File: config.mk
export PLATFORM = sky130hd
export DESIGN_NAME = rom_write_seq
export DESIGN_NICKNAME = d
export VERILOG_FILES = /design/src/rtl/rws_pkg.sv /design/src/rtl/rws_table.sv /design/src/rtl/rws_decode.sv /design/src/rtl/rws_ctrl.sv /design/src/rtl/rom_write_seq.sv
export SDC_FILE = /design/constraint.sdc
export NUM_CORES = 1
export LEC_CHECK = 0
export BUFFER_PORTS_ARGS = -buffer_cell sky130_fd_sc_hd__buf_2
export CORE_UTILIZATION = 60
export DETAILED_ROUTE_END_ITERATION = 10
export PLACE_DENSITY_LB_ADDON = 0.12
export SLEW_MARGIN = 40
export SYNTH_ARGS = -nofsm -noshare
export SYNTH_HDL_FRONTEND = slang
export SYNTH_HIERARCHICAL = 1
export SYNTH_SLANG_ARGS = --single-unit
File: constraint.sdc
create_clock -name clk_i -period 2.8 [get_ports clk_i]
set_input_delay 0.42 -clock clk_i [delete_from_list [all_inputs] [get_ports clk_i]]
set_output_delay 0.42 -clock clk_i [all_outputs]
set_load 0.03 [all_outputs]
File: src/rtl/rws_pkg.sv
package rws_pkg;

  localparam int unsigned DEF_ENTRIES = 16;
  localparam int unsigned DEF_ENTRY_W = 48;

  typedef enum logic [1:0] {
    ST_LOAD = 2'd0,
    ST_WAIT = 2'd1,
    ST_DONE = 2'd2
  } rws_state_e;

  // Example bring-up: board control, then divider, select and a triggered transfer.
  function automatic logic [DEF_ENTRIES*DEF_ENTRY_W-1:0] default_table();
    logic [DEF_ENTRIES*DEF_ENTRY_W-1:0] t;
    t = '1;
    t[0*DEF_ENTRY_W +: DEF_ENTRY_W] = 48'h0010_0000_00C3;
    t[1*DEF_ENTRY_W +: DEF_ENTRY_W] = 48'h1004_0000_0002;
    t[2*DEF_ENTRY_W +: DEF_ENTRY_W] = 48'h1008_0000_0001;
    t[3*DEF_ENTRY_W +: DEF_ENTRY_W] = 48'h1000_0000_3418;
    t[4*DEF_ENTRY_W +: DEF_ENTRY_W] = 48'h100C_0000_0010;
    t[5*DEF_ENTRY_W +: DEF_ENTRY_W] = 48'h1000_0000_3518;
    return t;
  endfunction

endpackage

File: src/rtl/rws_table.sv
module rws_table #(
  parameter int unsigned N_ENTRIES = 16,
  parameter int unsigned ADDR_W    = 16,
  parameter int unsigned DATA_W    = 32,
  parameter int unsigned SEL_W     = 4,
  parameter int unsigned IDX_W     = 4,
  parameter logic [N_ENTRIES*(ADDR_W+DATA_W)-1:0] TABLE = '1
) (
  input  logic [IDX_W-1:0]        idx_i,
  output logic [SEL_W-1:0]        sel_field_o,
  output logic [ADDR_W-SEL_W-1:0] offs_o,
  output logic [DATA_W-1:0]       data_o,
  output logic                    term_o
);
  localparam int unsigned ENTRY_W = ADDR_W + DATA_W;
  localparam int unsigned OFFS_W  = ADDR_W - SEL_W;

  logic [ENTRY_W-1:0] rom [N_ENTRIES];
  logic [ENTRY_W-1:0] entry;

  for (genvar g = 0; g < N_ENTRIES; g++) begin : g_rom
    assign rom[g] = TABLE[g*ENTRY_W +: ENTRY_W];
  end

  assign entry       = rom[idx_i];
  assign data_o      = entry[DATA_W-1:0];
  assign offs_o      = entry[DATA_W +: OFFS_W];
  assign sel_field_o = entry[ENTRY_W-1 -: SEL_W];
  assign term_o      = &entry;

endmodule

File: src/rtl/rws_decode.sv
module rws_decode #(
  parameter int unsigned SEL_W    = 4,
  parameter int unsigned N_SLAVES = 4
) (
  input  logic [SEL_W-1:0]    field_i,
  output logic [N_SLAVES-1:0] onehot_o
);
  for (genvar g = 0; g < N_SLAVES; g++) begin : g_sel
    assign onehot_o[g] = (field_i == SEL_W'(g));
  end
endmodule

File: src/rtl/rws_ctrl.sv
module rws_ctrl
  import rws_pkg::*;
#(
  parameter int unsigned N_ENTRIES = 16,
  parameter int unsigned IDX_W     = 4,
  parameter int unsigned N_SLAVES  = 4,
  parameter int unsigned OFFS_W    = 12,
  parameter int unsigned DATA_W    = 32
) (
  input  logic                clk_i,
  input  logic                rst_ni,
  input  logic                term_i,
  input  logic [N_SLAVES-1:0] sel_hot_i,
  input  logic [OFFS_W-1:0]   offs_i,
  input  logic [DATA_W-1:0]   data_i,
  input  logic [N_SLAVES-1:0] ack_i,
  output logic [IDX_W-1:0]    idx_o,
  output logic                stb_o,
  output logic [N_SLAVES-1:0] sel_o,
  output logic [OFFS_W-1:0]   addr_o,
  output logic [DATA_W-1:0]   data_o,
  output logic                done_o
);
  localparam logic [IDX_W-1:0] LAST_IDX = IDX_W'(N_ENTRIES - 1);

  rws_state_e          state_q;
  logic [IDX_W-1:0]    idx_q;
  logic                stb_q;
  logic [N_SLAVES-1:0] sel_q;
  logic [OFFS_W-1:0]   addr_q;
  logic [DATA_W-1:0]   data_q;
  logic                xfer_done;

  // Unmapped select completes without waiting on any peripheral.
  assign xfer_done = stb_q && ((|(ack_i & sel_q)) || (sel_q == '0));

  always_ff @(posedge clk_i or negedge rst_ni) begin
    if (!rst_ni) begin
      state_q <= ST_LOAD;
      idx_q   <= '0;
      stb_q   <= 1'b0;
      sel_q   <= '0;
      addr_q  <= '0;
      data_q  <= '0;
    end else begin
      unique case (state_q)
        ST_LOAD: begin
          if (term_i) begin
            state_q <= ST_DONE;
          end else begin
            stb_q   <= 1'b1;
            sel_q   <= sel_hot_i;
            addr_q  <= offs_i;
            data_q  <= data_i;
            state_q <= ST_WAIT;
          end
        end
        ST_WAIT: begin
          if (xfer_done) begin
            stb_q <= 1'b0;
            sel_q <= '0;
            if (idx_q == LAST_IDX) begin
              state_q <= ST_DONE;
            end else begin
              idx_q   <= idx_q + IDX_W'(1);
              state_q <= ST_LOAD;
            end
          end
        end
        default: state_q <= ST_DONE;
      endcase
    end
  end

  assign idx_o  = idx_q;
  assign stb_o  = stb_q;
  assign sel_o  = sel_q;
  assign addr_o = addr_q;
  assign data_o = data_q;
  assign done_o = (state_q == ST_DONE);

endmodule

File: src/rtl/rom_write_seq.sv
module rom_write_seq #(
  parameter int unsigned N_ENTRIES = rws_pkg::DEF_ENTRIES,
  parameter int unsigned ADDR_W    = 16,
  parameter int unsigned DATA_W    = 32,
  parameter int unsigned SEL_W     = 4,
  parameter int unsigned N_SLAVES  = 4,
  parameter logic [N_ENTRIES*(ADDR_W+DATA_W)-1:0] TABLE = rws_pkg::default_table()
) (
  input  logic                       clk_i,
  input  logic                       rst_ni,
  input  logic [N_SLAVES-1:0]        bus_ack_i,
  output logic                       bus_stb_o,
  output logic [N_SLAVES-1:0]        bus_sel_o,
  output logic [ADDR_W-SEL_W-1:0]    bus_addr_o,
  output logic [DATA_W-1:0]          bus_data_o,
  output logic                       done_o
);
  localparam int unsigned OFFS_W = ADDR_W - SEL_W;
  localparam int unsigned IDX_W  = (N_ENTRIES > 1) ? $clog2(N_ENTRIES) : 1;

  logic [IDX_W-1:0]    idx;
  logic [SEL_W-1:0]    sel_field;
  logic [OFFS_W-1:0]   offs;
  logic [DATA_W-1:0]   data;
  logic                term;
  logic [N_SLAVES-1:0] sel_hot;

  rws_table #(
    .N_ENTRIES(N_ENTRIES), .ADDR_W(ADDR_W), .DATA_W(DATA_W),
    .SEL_W(SEL_W), .IDX_W(IDX_W), .TABLE(TABLE)
  ) u_table (
    .idx_i      (idx),
    .sel_field_o(sel_field),
    .offs_o     (offs),
    .data_o     (data),
    .term_o     (term)
  );

  rws_decode #(.SEL_W(SEL_W), .N_SLAVES(N_SLAVES)) u_decode (
    .field_i (sel_field),
    .onehot_o(sel_hot)
  );

  rws_ctrl #(
    .N_ENTRIES(N_ENTRIES), .IDX_W(IDX_W), .N_SLAVES(N_SLAVES),
    .OFFS_W(OFFS_W), .DATA_W(DATA_W)
  ) u_ctrl (
    .clk_i    (clk_i),
    .rst_ni   (rst_ni),
    .term_i   (term),
    .sel_hot_i(sel_hot),
    .offs_i   (offs),
    .data_i   (data),
    .ack_i    (bus_ack_i),
    .idx_o    (idx),
    .stb_o    (bus_stb_o),
    .sel_o    (bus_sel_o),
    .addr_o   (bus_addr_o),
    .data_o   (bus_data_o),
    .done_o   (done_o)
  );

endmodule

======== Yosys cells after proc, flatten, opt, wreduce, memory -nomap -nowiden ========
Memories as Yosys holds them, arrays and structs flattened.
Index checks and enable logic that the tools add are counted.
cells by class
  add/sub/neg operators ................... 1
  $lt $le $gt $ge ......................... 1
  equal/unequal tests ..................... 8
  muxes and demuxes ....................... 12
  bitwise gates (word level) .............. 4
  reductions and logical operators ........ 11
operators with widths
  kind                                                                   count
  48-bit 2-to-1 mux                                                      2
  48-bit AND reduction                                                   1
  4-bit by 2-bit equality test with 1-bit output, second input constant  2
  4-bit logical NOT                                                      2
  4-bit 2-to-1 mux                                                       2
  4-bit case mux with 2 select lines                                     1
  2-bit 2-to-1 mux                                                       3
  3-bit AND reduction                                                    2
  5-bit greater-or-equal comparator, second input constant               1
  4-bit NOT with 5-bit output                                            1
  4-bit by 1-bit adder with 4-bit output, second input constant          1
  4-bit AND                                                              1
  4-bit by 1-bit equality test with 1-bit output, second input constant  1
  4-bit equality test, second input constant                             1
  2-bit case mux with 2 select lines                                     1
  4-bit OR reduction                                                     1
  2-bit by 1-bit equality test with 1-bit output, second input constant  1
  2-bit equality test, second input constant                             1
  2-bit logical NOT                                                      1
  1-bit 2-to-1 mux                                                       2
  2-bit by 1-bit != test with 1-bit output, second input constant        1
  2-bit != test, second input constant                                   1
  1-bit NOT                                                              2
  1-bit case mux with 2 select lines                                     1
  4 further kinds                                                        4
storage, ports and cells
  bits in registers ....................... 55
  ROM bits ................................ 768
  output and inout bits ................... 50
  logic and storage cells ................. 44
  memories ................................ 1
memories
  name             depth  bits a word  rd ports  clocked after memory_dff  write ports  line             text
  (no name shown)  16     48           1         0                         0            rws_table.sv:25  assign entry = rom[idx_i];

======== Longest topological paths before layout ========
Gate-level depths: netlist of run 1.
  depth in word-level cells ............... 7
  depth in mapped cells ................... 7

======== Cells and area by module ========
Netlist of run 1, hierarchy kept.
modules (own cells, without submodules)
  module      times used  cells each  area an instance (sq um)  seq. area each (sq um)
  rws_ctrl    1           140         2,169.6                   1,376.3
  rws_table   1           64          429.2                     0.0
  rws_decode  1           4           36.3                      0.0

======== Worst setup path before layout of run 1 ========
OpenSTA, ideal clock, no wires.
  kind .................................... register -> register
  start point ............................. register u_ctrl.idx_q[2] (netlist: u_ctrl/idx_o[2])
  end point ............................... register u_ctrl.sel_q[3] (netlist: u_ctrl/sel_o[3])
  library setup time ...................... 0.121 ns
  arrival time ............................ 1.739 ns
  slack ................................... 0.940 ns
  stages on the path, launching flop included .. 6
  path through ............................ dfrtp_1 > ha_1 > or2_2 > buf_4 > and4bb_2 > a22o_1
on the way
  word-level cells in the longest chain between the ends .. 7
ends and longest elaborated chain
  item                                                   line                 text
  start, declared                                        rws_ctrl.sv:27       logic [IDX_W-1:0] idx_q;
  start signal, assigned                                 rws_ctrl.sv:65       idx_q <= idx_q + IDX_W'(1);
  4-bit NOT with 5-bit output (implied by the code)      rws_table.sv:25
  memory 16 x 48 bit                                     -
  48-bit 2-to-1 mux (implied by the code) (2 in series)  rws_table.sv:25
  net data[2]                                            rom_write_seq.sv:24  logic [DATA_W-1:0] data;
  48-bit AND reduction                                   rws_table.sv:29      assign term_o = &entry;
  2-bit != test (no source line)                         -
  3-bit AND reduction (no source line)                   -
  end signal, assigned                                   rws_ctrl.sv:52       sel_q <= sel_hot_i;
  end, declared                                          rws_ctrl.sv:29       logic [N_SLAVES-1:0] sel_q;
The timed path passes the listed nets, and every way through them passes these cells. The select of a mux whose other input is x is not followed.
A chain may end at the register's enable or synchronous reset.

======== Final worst setup path of run 1 ========
  start point ............................. register u_ctrl.idx_q[1] (netlist: u_ctrl/idx_o[1])
  end point ............................... register u_ctrl.sel_q[2] (netlist: u_ctrl/sel_o[2])
on the way
  word-level cells in the longest chain between the ends .. 7
ends and longest elaborated chain
  item                                                   line                 text
  4-bit NOT with 5-bit output (implied by the code)      rws_table.sv:25
  memory 16 x 48 bit                                     -
  48-bit 2-to-1 mux (implied by the code) (2 in series)  rws_table.sv:25
  48-bit AND reduction                                   rws_table.sv:29
  net term                                               rom_write_seq.sv:25  logic term;
  2-bit != test (no source line)                         -
  3-bit AND reduction (no source line)                   -
The timed path passes the listed nets, and every way through them passes these cells. The select of a mux whose other input is x is not followed.

==> results of run 1 <==
-- layer usage --
metal / GRT usage / vias up / routed length [um]
met5: 0 / - / 0
met4: 0.08333 / 0 / 53
met3: 0.07000 / 6 / 204
met2: 0.3333 / 38 / 2183
met1: 0.2547 / 730 / 1882
li1: - / 726 / -
-- metrics by stage --
stage                     utilization  area, sq um  cells
after floorplan                     -         2635    208
after global placement         0.6534         2689    272
after detailed placement       0.6534         2689    272
after CTS                      0.6750         2778    280
after global routing           0.6750         2778    280
final                          0.6750         2778    280
-- path summary, 6_finish.rpt --
check	slack (ps)	endpoint	cells past startpoint	from
worst max-delay path	670	u_ctrl/sel_o[2]$_DFFE_PN0P_	7	u_ctrl/idx_o[1]$_DFFE_PN0P_
worst min-delay path	100	u_ctrl/idx_o[0]$_DFFE_PN0P_	1	rst_ni
worst max register to register	670	u_ctrl/sel_o[2]$_DFFE_PN0P_	7	u_ctrl/idx_o[1]$_DFFE_PN0P_
worst min register to register	510	u_ctrl/data_o[2]$_DFFE_PN0P_	1	u_ctrl/data_o[2]$_DFFE_PN0P_
max in group asynchronous	1920	u_ctrl/state_q[1]$_DFFE_PN0P_	2	rst_ni
min in group clk_i	510	u_ctrl/data_o[2]$_DFFE_PN0P_	1	u_ctrl/data_o[2]$_DFFE_PN0P_
-- synthesized netlist by cell type (2+ instances only) --
cell type	number
nand2b_1	3
buf_4	38
a22o_1	3
a22oi_1	2
nor2b_1	2
buf_2	6
a31oi_1	6
ha_1	2
dfrtp_1	55
nor2_1	7
o21ai_0	2
a21oi_1	3
nor4b_1	2
inv_1	3
nand2_1	8
mux2_2	44
-- kinds of logic (layout without fill, tap and decap cells) --
kind of cell / Yosys count / count (layout) / synth area share
AOI/OAI and AO/OA: 23 / 23 / 0.06126
xor gates and xnor gates: 1 / 1 / 0.003324
adders and majority gates: 2 / 2 / 0.009495
buffers and inverters: 48 / 70 / 0.1258
DFF: 55 / 55 / 0.5223
muxes: 45 / 45 / 0.1937
and+or+nand+nor: 34 / 34 / 0.08405
-- flip-flops by register name (all words and copies together), names as in the netlist --
register        flops
u_ctrl/stb_o        1
u_ctrl/sel_o        4
u_ctrl/data_o      32
u_ctrl/idx_o        4
u_ctrl/state_q      2
u_ctrl/addr_o      12
-- area by class of cell --
cell class	count	area [sq um]	area share
flip-flops and latches	55	1376	0.4955
multi-input cells	105	933.4	0.3360
repair buffers	59	305.3	0.1099
clock buffers	6	72.57	0.02613
well taps	50	62.56	0.02252
clock inverters	2	16.27	0.005856
inverters	3	11.26	0.004054
==> results.cfg, run 1 <==
[critical_path]
path_class = reg2reg
endpoint_kind = flip-flop
crit_chain = ha_1, nand2b_1, o21ai_1, nor3_4, buf_4, a21oi_1, a22o_1
start_kind = flip-flop
cp_slowest_stage_delay_ps = 510
cp.required_ps = 3030
crit_buf_inv = 1
critPathTopFamily = compound AO/OA/AOI/OAI gates
cp_max_fo = 15
cp.arrival_ps = 2360
cp_slowest_cell = dfrtp_1

[route]
routed_wl_mm = 4.323
route.detailed.drc = 0
wl_per_cell_um = 15.44
routed_via_density = 5.357
first_pass_iters = 4
ant_nets = 0
routed-via-count = 1500
drt_iter0_markers = 120

[clock_network]
clockBufferDepth = 2
post_cts_resized = 0
postCtsHoldBufs = 0
cts_root_buffer = clkbuf_8
cts_setup_buffers = 0
cts.sinks = 55
clk_latency_ps = 300
path_clk_slew_ps = 100
numCtsBuffers = 5
h-tree-depth = 2
cts_tree = done

[die]
io_pins = 56
rows = 23
core_sq_um = 4115
start_util = 0.6403
die-area_sq_um = 4661
chipWidth_um = 68.27
die_h_um = 68.27

[synthesis]
synthesis.area_sq_um = 2635
synth_top_area_cell = dfrtp_1
synthFlopType = dfrtp_1
synth_seq_area_share = 0.5223
ys_seq_elements = 55
synthCells = 208
netlist_top_cells_area = dfrtp_1 52%, mux2_2 19%, buf_4 11%
synth_top_area_share = 0.5223
yosysWarnings = 6
synth_cell_types = 38
synthArstFlopShare = 1.000
avgSynthCellArea_sq_um = 12.67
syn-num-nets = 216
synth_edf_count = 0

[timing]
fin_setup_tns_ps = 0
tightest_slew_ps = 641.3
fin_skew_ps = 6.465
setup_viol = 0
slew_violations = 0
relSlewSlack = 0.5725
min_period_ps = 2127
fin_crit_sh = 0.7595
whs_ps = 102.9
hold_viol_final = 0
rsz0062_at_grt = false
fmax_mhz = 470.2
setup_ws_ps = 673.3

[place]
hpwlAfterDp_mm = 3.099
pre_cts_slack_ps = 732.1
gp_congestion = 0.7746
portBuffers = 55

[grt]
grt_max_degree = 44
grtUsageTotal = 0.2071
grt_pass1_wl_mm = 6.865
overflow = 0
antenna_found_initial = 0
grt_pass1_vias = 1446

[finish]
n_antenna_cell = 0
syn_to_final_growth_pct = 5.413
layout-drive-gt1-share = 0.5217
fin_nets = 237
fillers = 331
layout_common_cells = 55 x buf_2, 55 x dfrtp_1, 44 x mux2_2

[worst_hold_path]
worstHoldPathType = in2async

[job]
max_cap_viol_count = 0

[outcome]
status = finished, final reports clean
Power of run 1 is left out: the tool's default activity adds up to more than one toggle a clock period on the data nets, which glitch-free logic cannot reach.
==> run 2: changes to the inputs <==
--- a/config.mk
+++ b/config.mk
@@ -6,7 +6,7 @@
 export NUM_CORES = 1
 export LEC_CHECK = 0
 export BUFFER_PORTS_ARGS = -buffer_cell sky130_fd_sc_hd__buf_2
-export CORE_UTILIZATION = 60
+export CORE_UTILIZATION = 51
 export DETAILED_ROUTE_END_ITERATION = 10
 export PLACE_DENSITY_LB_ADDON = 0.12
 export SLEW_MARGIN = 40
==> constraint.sdc (replaced) <==
create_clock -name clk_i -period 1.9 [get_ports clk_i]
set_input_delay 0.285 -clock clk_i [delete_from_list [all_inputs] [get_ports clk_i]]
set_output_delay 0.285 -clock clk_i [all_outputs]
set_load 0.03 [all_outputs]
==> results.cfg, run 2 (synthesis results as in run 1) <==
[outcome]
status = finished, violations left
violations = negative setup slack

[die]
die-area_sq_um = 5458
io_pins = 56
rows = 25
core_sq_um = 4848
start_util = 0.5435
die_h_um = 73.88
chipWidth_um = 73.88

[grt]
grt_pass1_vias = 1527
grt_use_met1 = 0.2319
grt_pass1_wl_mm = 7.410
antenna_found_initial = 0
gr-usage-met3 = 0.04664
grt_busiest_layer = met2
grtUsageTotal = 0.1800
overflow = 0
met2_usage = 0.3017
grt_max_degree = 56

[power_and_ir_drop]
ir_drop_mv = 0.9819
cellPowerDensity_nw_per_um2 = 1985
total_power_mw = 6.338
p_leak_nw = 1.547

[clock_network]
h-tree-depth = 2
clockBufferDepth = 2
cts_root_buffer = clkbuf_8
numCtsBuffers = 5
cts.sinks = 55
cts_tree = done
clk_latency_ps = 310
path_clk_slew_ps = 90

[route]
ant_nets = 0
drt_iter0_markers = 100
routed_wl_mm = 5.143
routed-via-count = 1627
wl_per_cell_um = 16.59
routed_via_density = 5.248
first_pass_iters = 4
route.detailed.drc = 0

[finish]
fin_nets = 250
layout-drive-gt1-share = 0.5597
largest_register_ffs = 32
layout_common_cells = 55 x buf_2, 55 x dfrtp_1, 39 x mux2_4
final_cell_count_no_fill = 310
final_core_util = 0.6586
syn_to_final_growth_pct = 21.18
fillers = 353
finish.instance_area_sq_um = 3193
n_antenna_cell = 0

[place]
place_area_sq_um = 2770
hpwlAfterDp_mm = 3.091
portBuffers = 55
gp_congestion = 0.7845
dp_cells = 292

[critical_path]
cp.required_ps = 2090
start_kind = flip-flop
critPathTopFamily = flip-flops
crit_chain = ha_4, nand2b_4, o21ai_4, nor3_4, buf_6, buf_12, mux2_2
cp.arrival_ps = 2140
endpoint_kind = flip-flop
crit_buf_inv = 2
cp_max_fo = 8
path_class = reg2reg
cp_slowest_stage_delay_ps = 420
cp_slowest_cell = dfrtp_1

[timing]
tightest_slew_ps = 483.6
slew_violations = 0
rsz0062_at_grt = true
whs_ps = 405.4
fin_crit_sh = 1.024
setup_ws_ps = -45.08
hold_viol_final = 0
setup_viol = 25
fin_skew_ps = 5.102
fmax_mhz = 514.1
relSlewSlack = 0.6748
min_period_ps = 1945

[worst_hold_path]
worstHoldPathType = in2reg

[job]
max_cap_viol_count = 0
## run 2: cell types whose count changed in the layout (fill, tap and decap cells not counted), sizes merged
| cell | change |
|---|---|
| clkbuf | +4 |
| inv | -1 |
| buf | +9 |
| dlygate4sd3 | +1 |
## run 2: metrics by stage
step / TNS, ps / setup slack, ps
2_1_floorplan: 0 / 39.99
3_3_place_gp: 0 / 22.86
3_5_place_dp: 0 / 0.8517
4_1_cts: 0 / 6.585
5_1_grt: -2885 / -114.1
6_report: -573.8 / -45.08
## run 2: where the power goes
part	total (mW)	switching, mW	internal (mW)
clock	0.701	0.369	0.332
sequential	2.05	0.359	1.70
combinational	3.58	2.06	1.52
## run 2: layer usage
layer | vias to the layer above | part of all wire
li1 | 756 | -
met1 | 820 | 0.46
met2 | 47 | 0.50
met3 | 4 | 0.036
met4 | 0 | 0.0066
met5 | - | 0
## run 2: worst reg2reg max path, cell delays in order, from the launching register on
cell      delay, ps
dfrtp_1         420
ha_4            280
nand2b_4        120
o21ai_4          70
nor3_4          260
buf_6           190
buf_12          140
mux2_2          340
## run 2: worst paths after layout
kind                                                from                            end  slack (ps)  depth (start not counted)
max in group asynchronous                         rst_ni  u_ctrl/data_o[30]$_DFFE_PN0P_        1170                          3
max                          u_ctrl/idx_o[1]$_DFFE_PN0P_  u_ctrl/data_o[23]$_DFFE_PN0P_         -50                          7
min in group asynchronous                         rst_ni    u_ctrl/idx_o[1]$_DFFE_PN0P_         490                          3
min                                         bus_ack_i[3]       u_ctrl/stb_o$_DFFE_PN0P_         410                          4
min reg2reg                u_ctrl/data_o[31]$_DFFE_PN0P_  u_ctrl/data_o[31]$_DFFE_PN0P_         510                          1
max reg2reg                  u_ctrl/idx_o[1]$_DFFE_PN0P_  u_ctrl/data_o[23]$_DFFE_PN0P_         -50                          7
## run 2: layout make-up
cell class              instances  area (sq um)  area share
clock inverters                 1         7.507    0.002351
flip-flops and latches         55          1376      0.4310
clock buffers                   7         96.34     0.03017
well taps                      67         83.83     0.02625
multi-input cells             105          1107      0.3468
inverters                       3         11.26    0.003527
repair buffers                 72         510.5      0.1599
## run 2: what timing repair did
item | 4_1_cts | 5_1_grt
endpoints found under the hold margin | 55 | 0
pin swaps | 0 | 3
buffers inserted | 0 | 5
gates cloned | 0 | 4
setup endpoints to repair | 24 | 44
hold buffers | 1 | 0
gates resized for setup | 1 | 44
(Power assumes the default switching activity.)
